### src/rtl/shift_unit_pkg.sv
package shift_unit_pkg;

    // Mode encoding seen on the mode port.
    typedef enum logic [1:0] {
        SHM_PASS  = 2'b00,
        SHM_DOWN  = 2'b01,
        SHM_UP    = 2'b10,
        SHM_CLEAR = 2'b11
    } shift_mode_e;

    // Per-slice source choice: at most one leg is active.
    typedef struct packed {
        logic take_self;
        logic take_above;
        logic take_below;
    } slice_pick_t;

    function automatic slice_pick_t pick_for_mode(input shift_mode_e m);
        slice_pick_t p;
        p = '0;
        unique case (m)
            SHM_PASS:  p.take_self  = 1'b1;
            SHM_DOWN:  p.take_above = 1'b1;
            SHM_UP:    p.take_below = 1'b1;
            default:   p = '0;
        endcase
        return p;
    endfunction

endpackage

### src/rtl/shift_mode_decode.sv
module shift_mode_decode
    import shift_unit_pkg::*;
(
    input  logic [1:0]  mode,
    output slice_pick_t pick
);
    shift_mode_e mode_e;

    always_comb begin
        mode_e = shift_mode_e'(mode);
        pick   = pick_for_mode(mode_e);
    end
endmodule

### src/rtl/shift_bit_slice.sv
module shift_bit_slice
    import shift_unit_pkg::*;
(
    input  slice_pick_t pick,
    input  logic        own_bit,
    input  logic        above_bit,
    input  logic        below_bit,
    output logic        out_bit
);
    // AND-OR three-way select; an all-zero pick yields zero.
    always_comb begin
        out_bit = (pick.take_self  & own_bit)
                | (pick.take_above & above_bit)
                | (pick.take_below & below_bit);
    end
endmodule

### src/rtl/shift_edge_taps.sv
module shift_edge_taps #(
    parameter int W = 16
) (
    input  logic [W-1:0] word_in,
    output logic         spill_high,
    output logic         spill_low
);
    localparam int TOP = W - 1;

    always_comb begin
        spill_high = word_in[TOP];
        spill_low  = word_in[0];
    end
endmodule

### src/rtl/bidir_shift_unit.sv
module bidir_shift_unit
    import shift_unit_pkg::*;
#(
    parameter int W = 16
) (
    input  logic [W-1:0] word_in,
    input  logic [1:0]   mode,
    input  logic         fill_msb,
    input  logic         fill_lsb,
    output logic [W-1:0] word_out,
    output logic         spill_high,
    output logic         spill_low
);
    localparam int TOP = W - 1;

    slice_pick_t pick;

    shift_mode_decode u_decode (
        .mode (mode),
        .pick (pick)
    );

    for (genvar i = 0; i < W; i++) begin : g_slice
        logic above_src;
        logic below_src;

        if (i == TOP) begin : g_top
            assign above_src = fill_msb;
        end else begin : g_mid_a
            assign above_src = word_in[i+1];
        end

        if (i == 0) begin : g_bot
            assign below_src = fill_lsb;
        end else begin : g_mid_b
            assign below_src = word_in[i-1];
        end

        shift_bit_slice u_slice (
            .pick      (pick),
            .own_bit   (word_in[i]),
            .above_bit (above_src),
            .below_bit (below_src),
            .out_bit   (word_out[i])
        );
    end

    shift_edge_taps #(.W(W)) u_taps (
        .word_in    (word_in),
        .spill_high (spill_high),
        .spill_low  (spill_low)
    );
endmodule

### config.mk
export PLATFORM = sky130hd
export DESIGN_NAME = bidir_shift_unit
export DESIGN_NICKNAME = d
export VERILOG_FILES = /design/src/rtl/shift_unit_pkg.sv /design/src/rtl/shift_mode_decode.sv /design/src/rtl/shift_bit_slice.sv /design/src/rtl/shift_edge_taps.sv /design/src/rtl/bidir_shift_unit.sv
export SDC_FILE = /design/constraint.sdc
export NUM_CORES = 1
export LEC_CHECK = 0
export ABC_AREA = 1
export BUFFER_PORTS_ARGS = -buffer_cell sky130_fd_sc_hd__buf_2
export CORE_MARGIN = 4
export CORE_UTILIZATION = 35
export DETAILED_ROUTE_END_ITERATION = 7
export PLACE_DENSITY = 0.73
export SLEW_MARGIN = 20
export SYNTH_ARGS = -nofsm -noshare
export SYNTH_HDL_FRONTEND = slang
export SYNTH_SLANG_ARGS = --single-unit
### constraint.sdc
create_clock -name vclk -period 0.8
set_input_delay 0.08 -clock vclk [all_inputs]
set_output_delay 0.08 -clock vclk [all_outputs]
set_load 0.01 [all_outputs]
# ---- Yosys cells after proc, flatten, opt, wreduce, memory -nomap -nowiden
# Cells that the tools add are included.
dict set report word_totals {
  ff_bits 0
  out_inout_bits 18
}
dict set report classes {
  n_eq_ne 2
  muxes 3
  bitwise_logic 80
  n_reduce_logical 1
}
# cell count
set ops {}
lappend ops {{1-bit bitwise AND} 48}
lappend ops {{1-bit OR} 32}
lappend ops {{1-bit two-way mux} 3}
lappend ops {{2-bit by 1-bit equality test with 1-bit output, second input constant} 1}
lappend ops {{2-bit equality test, second input constant} 1}
lappend ops {{2-bit logical NOT} 1}

# ---- Longest topological paths before layout
# Gate-level depths: netlist of the first run.
dict set report depth {
  ltp_word 5
  depth_mapped 6
  ltp_nobuf 3
}

# ---- By module
# Synthesis of the first run repeated with hierarchy kept, for this count alone.
dict set report unflattened {
  cells_unflattened 71
  area_unflattened_um2 294.0
}
# mod instances cells_each area_each_um2
set by_module_without_submodules {}
lappend by_module_without_submodules {shift_bit_slice 16 4 16.3}
lappend by_module_without_submodules {shift_mode_decode 1 5 18.8}
lappend by_module_without_submodules {shift_edge_taps 1 2 15.0}

# ---- Worst setup path before layout of the first run
# Ideal clock, no wire load.
dict set report synth_timing {
  path_type {input to output}
  startpoint {in mode[1]}
  endpoint {out word_out[12]}
  arrival_ps 673
  required_time_ps 720
  slack_ps 47
  path_stages 6
  path_buffers 3
  cell_sequence {buf_6 > nor2_8 > buf_6 > nand2_1 > nand3_1 > buf_4}
}
dict set report synth_between {
  elab_chain_len 5
  word_cells_on_any_way 11
  cone_classes {eq/ne: 2; mux: 3; bitwise: 5; reduce/logical: 1}
}
# item line_no
set synth_rtl {}
lappend synth_rtl {{from (decl)} bidir_shift_unit.sv:7} ;# input logic [1:0] mode,
lappend synth_rtl {{2-bit by 1-bit equality test with 1-bit output / 2-bit logical NOT (equally long branches)} shift_unit_pkg.sv:21} ;# unique case (m)
lappend synth_rtl {{1-bit two-way mux} shift_unit_pkg.sv:21}
lappend synth_rtl {{1-bit bitwise AND (on tied branches)} {shift_bit_slice.sv:13, shift_bit_slice.sv:12}}
lappend synth_rtl {{1-bit OR} shift_bit_slice.sv:13} ;# | (pick.take_above & above_bit)
lappend synth_rtl {{1-bit OR *} shift_bit_slice.sv:14} ;# | (pick.take_below & below_bit);
lappend synth_rtl {{to (decl)} bidir_shift_unit.sv:10} ;# output logic [W-1:0] word_out,
# Mark *: on every way between the ends. The rest lies on a longest branch, timed or not.

# ---- Worst setup path after layout of the first run
dict set report layout_timing {
  startpoint {in mode[0]}
  endpoint {out word_out[12]}
}
# Same word-level chain as after synthesis.

==> results of run 1 <==
report_power, final:
part	internal, mW	switching [mW]
Combinational	0.176	0.212
Clock	0	0
Sequential	0	0
Total	0.176	0.212
cells in the mapped netlist, drive strengths merged:
library cell	n	area [um2]
clkbuf	1	7.51
nand2	16	60.1
inv	2	7.51
nor2	1	20.0
nand3	48	240
buf	24	199
layer usage:
layer  routed length (um)  track usage (%)  vias up
li1                     -                -      342
met1                  562             17.5      291
met2                  701             22.0       27
met3                  133            0.383        0
met4                    0                0        0
met5                    0                0        -
cell usage in the layout, fill, tap and decap left out:
cell type | netlist | layout
nand2_1 | 16 | 16
buf_2 | 0 | 36
inv_4 | 0 | 1
buf_12 | 0 | 1
nor2_8 | 1 | 1
nor2_4 | 0 | 1
inv_6 | 0 | 1
buf_4 | 19 | 1
nand3_1 | 48 | 48
buf_6 | 5 | 5
cell families (layout without fill, tap and decap cells):
logic type,after synthesis,in the layout
buffers and inverters,27,45
and+or+nand+nor,65,66
final cells by class:
class                           count  area, um2
Fill cell                         152        737
Multi-Input combinational cell     66        332
Timing Repair Buffer               43        264
Tap cell                           15       18.8
Inverter                            2       15.0
metrics by stage:
| step | worst slack [ns] | utilization (%) | instances |
|---|---|---|---|
| finish | 0.0402 | 46.1 | 126 |
| global route | -0.0342 | 46.1 | 126 |
| CTS | 0.0389 | 44.4 | 126 |
| detailed placement | -0.0722 | 42.0 | 125 |
| global placement | -0.0767 | 42.0 | 125 |
| floorplan | 0.0465 | - | 92 |
worst paths after layout:
kind,start,to,slack (ns),cells after the start
setup / recovery,mode[0],word_out[12],0.04,5
hold / removal,word_in[15],spill_high,0.38,2
timing repair:
action                     in CTS  in global routing
hold buffers                    0                  0
setup endpoints to repair      16                 10
gates cloned                    1                  0
pin swaps                       2                  3
gates resized for setup         7                  6
==> results list, run 1 <==
* Final hold violation count: 0
- Total power per unit cell area: a little over 600 nW/um2
- Relative area change from synthesis to final layout: 17.8%
- Sequential area share after synthesis: 0%
- RSZ-0062 raised after global routing: yes
- Outcome: complete, no violations
- 0 antenna diodes ended up in the layout.
- The number of antenna violations at the first check in global routing was 0.
- For this design the static power due to leakage is 0.349 nW.
* Total Power: 0.388 mW
- On the final layout, the worst hold slack is between 0.3 and 0.4 ns.
- At the end of routability-driven placement, the weighted congestion stood at about 0.8.
- Cell family with most CP delay: simple AND/OR/NAND/NOR gates
- Across every metal layer, demand over resource in global routing totals 12.3%.
- STA classifies the critical path endpoint as an output pin.
- # DRC: 0
* Cell area after placement: about 570 um2
- Summing all flip-flop and latch instances after layout gives 0 um2.
- Initial core utilization: 39.1%
* Count of distinct cell types in the synthesized netlist: 7
- Post-synthesis compound-gate area fraction: 0%
- The routed layout has 660 vias.
- For this run, the post-layout net count is roughly 130.
* Die footprint: 2220 um2
- Port buffer count: 38
- Number of placed I/O pins: 38
- Final instance area: between 600 and 700 um2
* Number of slew-limit violations in the final report: 0
* Number of sequential cells: 0
* Required time worst endpoint: ~0.72 ns
- Die width: approximately 47 um
- Detailed-route wire length per cell: about 11 um
- The number of nets handed over by synthesis was around 110.
- Of all nets on the critical path, the largest fanout is 8.
* Max incr delay on CP: 0.20 ns
* Post-Synthesis Cells: 92
* Upper clock frequency limit: 1320 MHz
- Cells along the critical path: buf_12 > nor2_4 > nand2_1 > nand3_1 > buf_2
- Across the VDD grid, the largest voltage drop is 0.000330 V.
- Max Cap Violations: 0
- Via count of the first global-routing pass: between 500 and 600
* Post-Synth Simple-Gate Area: around 60%
- The clock period could shrink to around 0.76 ns.
- By startpoint and endpoint, the worst setup path is classified as in -> out.
* Final critical-path share of the clock period: a little over nine tenths
- Using the TritonRoute via totals, the vias-per-cell ratio works out to between 5 and 6.
- Global-route wire length before repair: roughly 2200 um
- Slew margin rel.: between 80% and 90%
* Clkbuf count: 0
- The total overflow left after global routing is 0.
- Post-detailed-placement half-perimeter wirelength: ~1100 um
* Type of the tightest min-delay check: in -> out
* Fraction of synthesized area in multiplexers: 0%
- The number of buffers and inverters on the critical path is 2.
- After Yosys synthesis, full adders, half adders and majority gates account for 0% of the synthesized area.
- The detail route stage leaves a number of antenna-violating nets equal to 0.
- Worst endpoint data arrival time: between 0.6 and 0.7 ns
- Number of DRC violations after detailed-routing iteration 0: 9
- Routed wire length: between 1000 and 1500 um
* Avg Synthesized Cell Area: 5.81 um2
- Kind of start point of the critical path: primary input
* Row cnt: 13
* Largest net degree at the start of global routing: 17
* Count of buffers added by post-CTS timing repair for setup: 0
* CP max stage cell: nor2_4
- After Yosys synthesis, XOR and XNOR cells account for 0% of the synthesized area.
- The post-route netlist has between 40 and 50% of its cells at a drive strength greater than 1.
- Setup violations remaining at the end of the flow were counted as 0.
- After synthesis, the largest family of logic cells by area is simple AND/OR/NAND/NOR gates.
- From bottom edge to top edge, the die measures roughly 47 um.
- Synth Warn #: 0
- Adding up every negative setup slack in the final design gives 0 ns.
- After floorplanning, the core was sized to cover 1370 um2.
- In this run the cell area of the synthesized design comes to 534 um2.
- For the pin with the worst max-slew slack, the measured transition is ~0.21 ns.
* Pre-Repair DR Iteration Count: 4
Power figures use the tool's default switching activity.
==> run 2: changes to the inputs <==
--- a/config.mk
+++ b/config.mk
@@ -5,12 +5,10 @@
 export SDC_FILE = /design/constraint.sdc
 export NUM_CORES = 1
 export LEC_CHECK = 0
-export ABC_AREA = 1
-export BUFFER_PORTS_ARGS = -buffer_cell sky130_fd_sc_hd__buf_2
 export CORE_MARGIN = 4
 export CORE_UTILIZATION = 35
 export DETAILED_ROUTE_END_ITERATION = 7
-export PLACE_DENSITY = 0.73
+export DONT_BUFFER_PORTS = 1
 export SLEW_MARGIN = 20
 export SYNTH_ARGS = -nofsm -noshare
 export SYNTH_HDL_FRONTEND = slang
==> run 2 against run 1 <==
Net effect: die area is 2.7% lower; hold slack worse by 0.22 ns; via count decreased by 51%; clock-buffer cell count unchanged; total power is 56% lower; first-iteration DRC count decreased by 100%; sequential share of layout area unchanged; combinational power shrank 56%; fmax grew 21%; global-route usage is 4.9 points lower; area after synthesis fell by 3.3%; flip-flop and latch count unchanged; largest cell class unchanged; highest routed layer unchanged.
==> results list, run 2 <==
* Outcome: complete, no violations
- Pin slew with the least headroom to its limit: 0.278 ns (+0.0708 ns)
- Top cells by count, synth: buf_4, mux2i_1, o2bb2ai_1
- The highest clock rate was 1590 MHz (+21%).
- The global router's overall resource usage came to 7.47% (-4.9 points).
* Largest net degree at the start of global routing: 18 (+1)
- The leakage power summed over all cells was 0.138 nW (-61%).
* Global placement routability congestion: 0.594 (-24%)
- The count of vias placed by the detailed router is 323 (-51%).
- Detailed-route wire length per cell: 18.4 um (+66%)
* Max Cap Violations: 0 (unchanged)
* PostCTS Resize Cnt: 0 (-7)
- Hold_buf cts: 0 (unchanged)
- The required time of the worst setup path is 0.72 ns (about the same).
- The placed instance area came to 348 um2 (-39%).
- Global-route wire length before repair: 1280 um (-41%)
* Mapped Area: 517 um2 (-3.3%)
* Fraction of synthesized area in multiplexers: 31.0% (+31 points)
- The number of standard cells after synthesis came to 57 (-38%).
* Number of slew-limit violations in the final report: 0 (unchanged)
- Core region area: 1350 um2 (-1.2%)
- The clock period minus worst slack was 0.627 ns (-0.133 ns).
* Count of nets after finishing: 57 (-57%)
* Final core utilization: 25.8% (-20 points)
- Commonest cells after routing, fill and taps aside: mux2i_1, o2bb2ai_1, buf_4
- Post-synthesis compound-gate area fraction: 27.1% (+27 points)
- Antenna Nets Post-Route: 0 (unchanged)
- The data arrival time at the worst-slack endpoint came to 0.55 ns (-0.13 ns).
* Sequential area share after synthesis: 0% (unchanged)
- The average via count per standard cell came to 6.46 (+23%).
- The routed wire length came to 918 um (-34%).
* Nature of the critical path endpoint: output pin
- By instance count, the leading cell after synthesis is buf_4.
* Final critical-path share of the clock period: 78.4% (-17 points)
- Diodes inserted: 0 (unchanged)
* Pre-Repair DR Iteration Count: 1 (-3)
- The floorplan row count came to 13 (unchanged).
- Number of DRC violations after detailed-routing iteration 0: 0 (-9)
* Relative area change from synthesis to final layout: -32.7%
* # DRC: 0 (unchanged)
- The final instance area came to 348 um2 (-45%).
* Die width: 46.4 um (-1.4%)
- Synth top area share: 31.0% (-14 points)
- Post-synthesis adder-cell area fraction: 0% (unchanged)
- The most critical setup path has its endpoint at word_out[14].
- Initial core utilization: 38.3% (-0.83 points)
- Number of placed I/O pins: 38 (unchanged)
- The largest fanout on the critical path was 17 (+9).
- Synth Net Count: 77 (-31%)
* Avg Synthesized Cell Area: 9.07 um2 (+56%)
- The via count of the first global-routing pass came to 294 (-44%).
- After synthesis, the cell types taking the most area are mux2i_1, o2bb2ai_1, buf_4, buf_6, buf_8.
- Number of sequential cells: 0 (unchanged)
* Register area: 0 um2 (unchanged)
- Minimum setup slack in the final design: 0.173 ns (+0.133 ns)
- Type of the worst setup path: in -> out
- The worst setup path is launched from a primary input.
- First element of the critical path: mode[1]
- The proportion of layout cells with a drive suffix above 1 is 8.57% (-34 points).
- Die footprint: 2160 um2 (-2.7%)
* Slew margin rel.: 81.5% (-4.7 points)
- The final hold violation count was 0 (unchanged).
* Post-Synth Simple-Gate Area: 2.66% (-57 points)
* Count of placed standard cells including taps: 50 (-60%)
* Synth Warn #: 0 (unchanged)
- RSZ-0062 raised after global routing: no
- Clkbuf count: 0 (unchanged)
* Number of antenna violations at the first check in global routing: 0 (unchanged)
- The residual overflow from global routing was 0 (unchanged).
* Count of buffers added by post-CTS timing repair for setup: 0 (unchanged)
- The number of standard cells in the final layout excluding fillers is 50 (-60%).
- The synthesized design spends more area on one cell type than any other, namely mux2i_1.
- Die extent in y: 46.4 um (-1.4%)
- Final setup violation count: 0 (unchanged)
- By area, the combinational part of the netlist is dominated by buffers and inverters.
- The tightest min-delay check is of the in -> out type.
- The pre-CTS setup slack is 0.166 ns (+0.239 ns).
* Count of distinct cell types in the synthesized netlist: 7 (unchanged)
* Total power per unit cell area: 489 nW/um2 (-21%)
- The total of buffers placed on input and output ports was 0 (-100%).
- Worst vdd ir: 0.000105 V (-68%)
- Xor and xnor area share after synthesis: 0% (unchanged)
run 2: cell types whose count changed after synthesis, moves of 2 or more:
cell,delta
o2bb2ai_1,+16
buf_6,-2
nand3_1,-48
mux2i_1,+16
buf_8,+2
inv_2,-2
nand2_1,-16
run 2: how the worst min path moves through the flow:
stage | slack [ns] | cells after the start | startpoint | endpoint
4_1_cts | 0.16 | 0 | word_in[15] | spill_high
6_report | 0.16 | 0 | word_in[15] | spill_high
3_5_place_dp | 0.16 | 0 | word_in[15] | spill_high
5_1_grt | 0.16 | 0 | word_in[0] | spill_low
3_3_place_gp | 0.16 | 0 | word_in[0] | spill_low
2_1_floorplan | 0.25 | 1 | word_in[15] | spill_high
run 2: worst max-delay path, stage by stage:
cell	delay [ns]
nor2b_4	0.11
buf_4	0.16
o2bb2ai_1	0.19
run 2: kinds of logic after synthesis:
| group | Yosys count |
|---|---|
| AOI/OAI and AO/OA | 16 |
| buffers and inverters | 24 |
| muxes | 16 |
| and+or+nand+nor | 1 |
run 2: final cells by class:
type / instances / area (um2)
fillers: 161 / 1000
multi-input cells: 33 / 314
well taps: 15 / 18.8
repair buffers: 2 / 15.0
run 2: stage by stage:
stage                     power, mW  hold WS (ns)  setup TNS [ns]
after floorplan               0.310         0.252          -0.739
after global placement        0.172         0.160               0
after detailed placement      0.174         0.160               0
after CTS                     0.174         0.160               0
after global routing          0.185         0.160               0
final                         0.170         0.160               0
run 2: power by group:
part           leakage [nW]  internal [mW]  switching, mW
clock                     0              0              0
combinational         0.138         0.0807         0.0893
sequential                0              0              0
run 2: layer usage:
metal	share of wire (%)	GRT usage (%)
met4	0	0
met5	0	0
met2	57	17.0
met1	31	7.50
met3	12	0
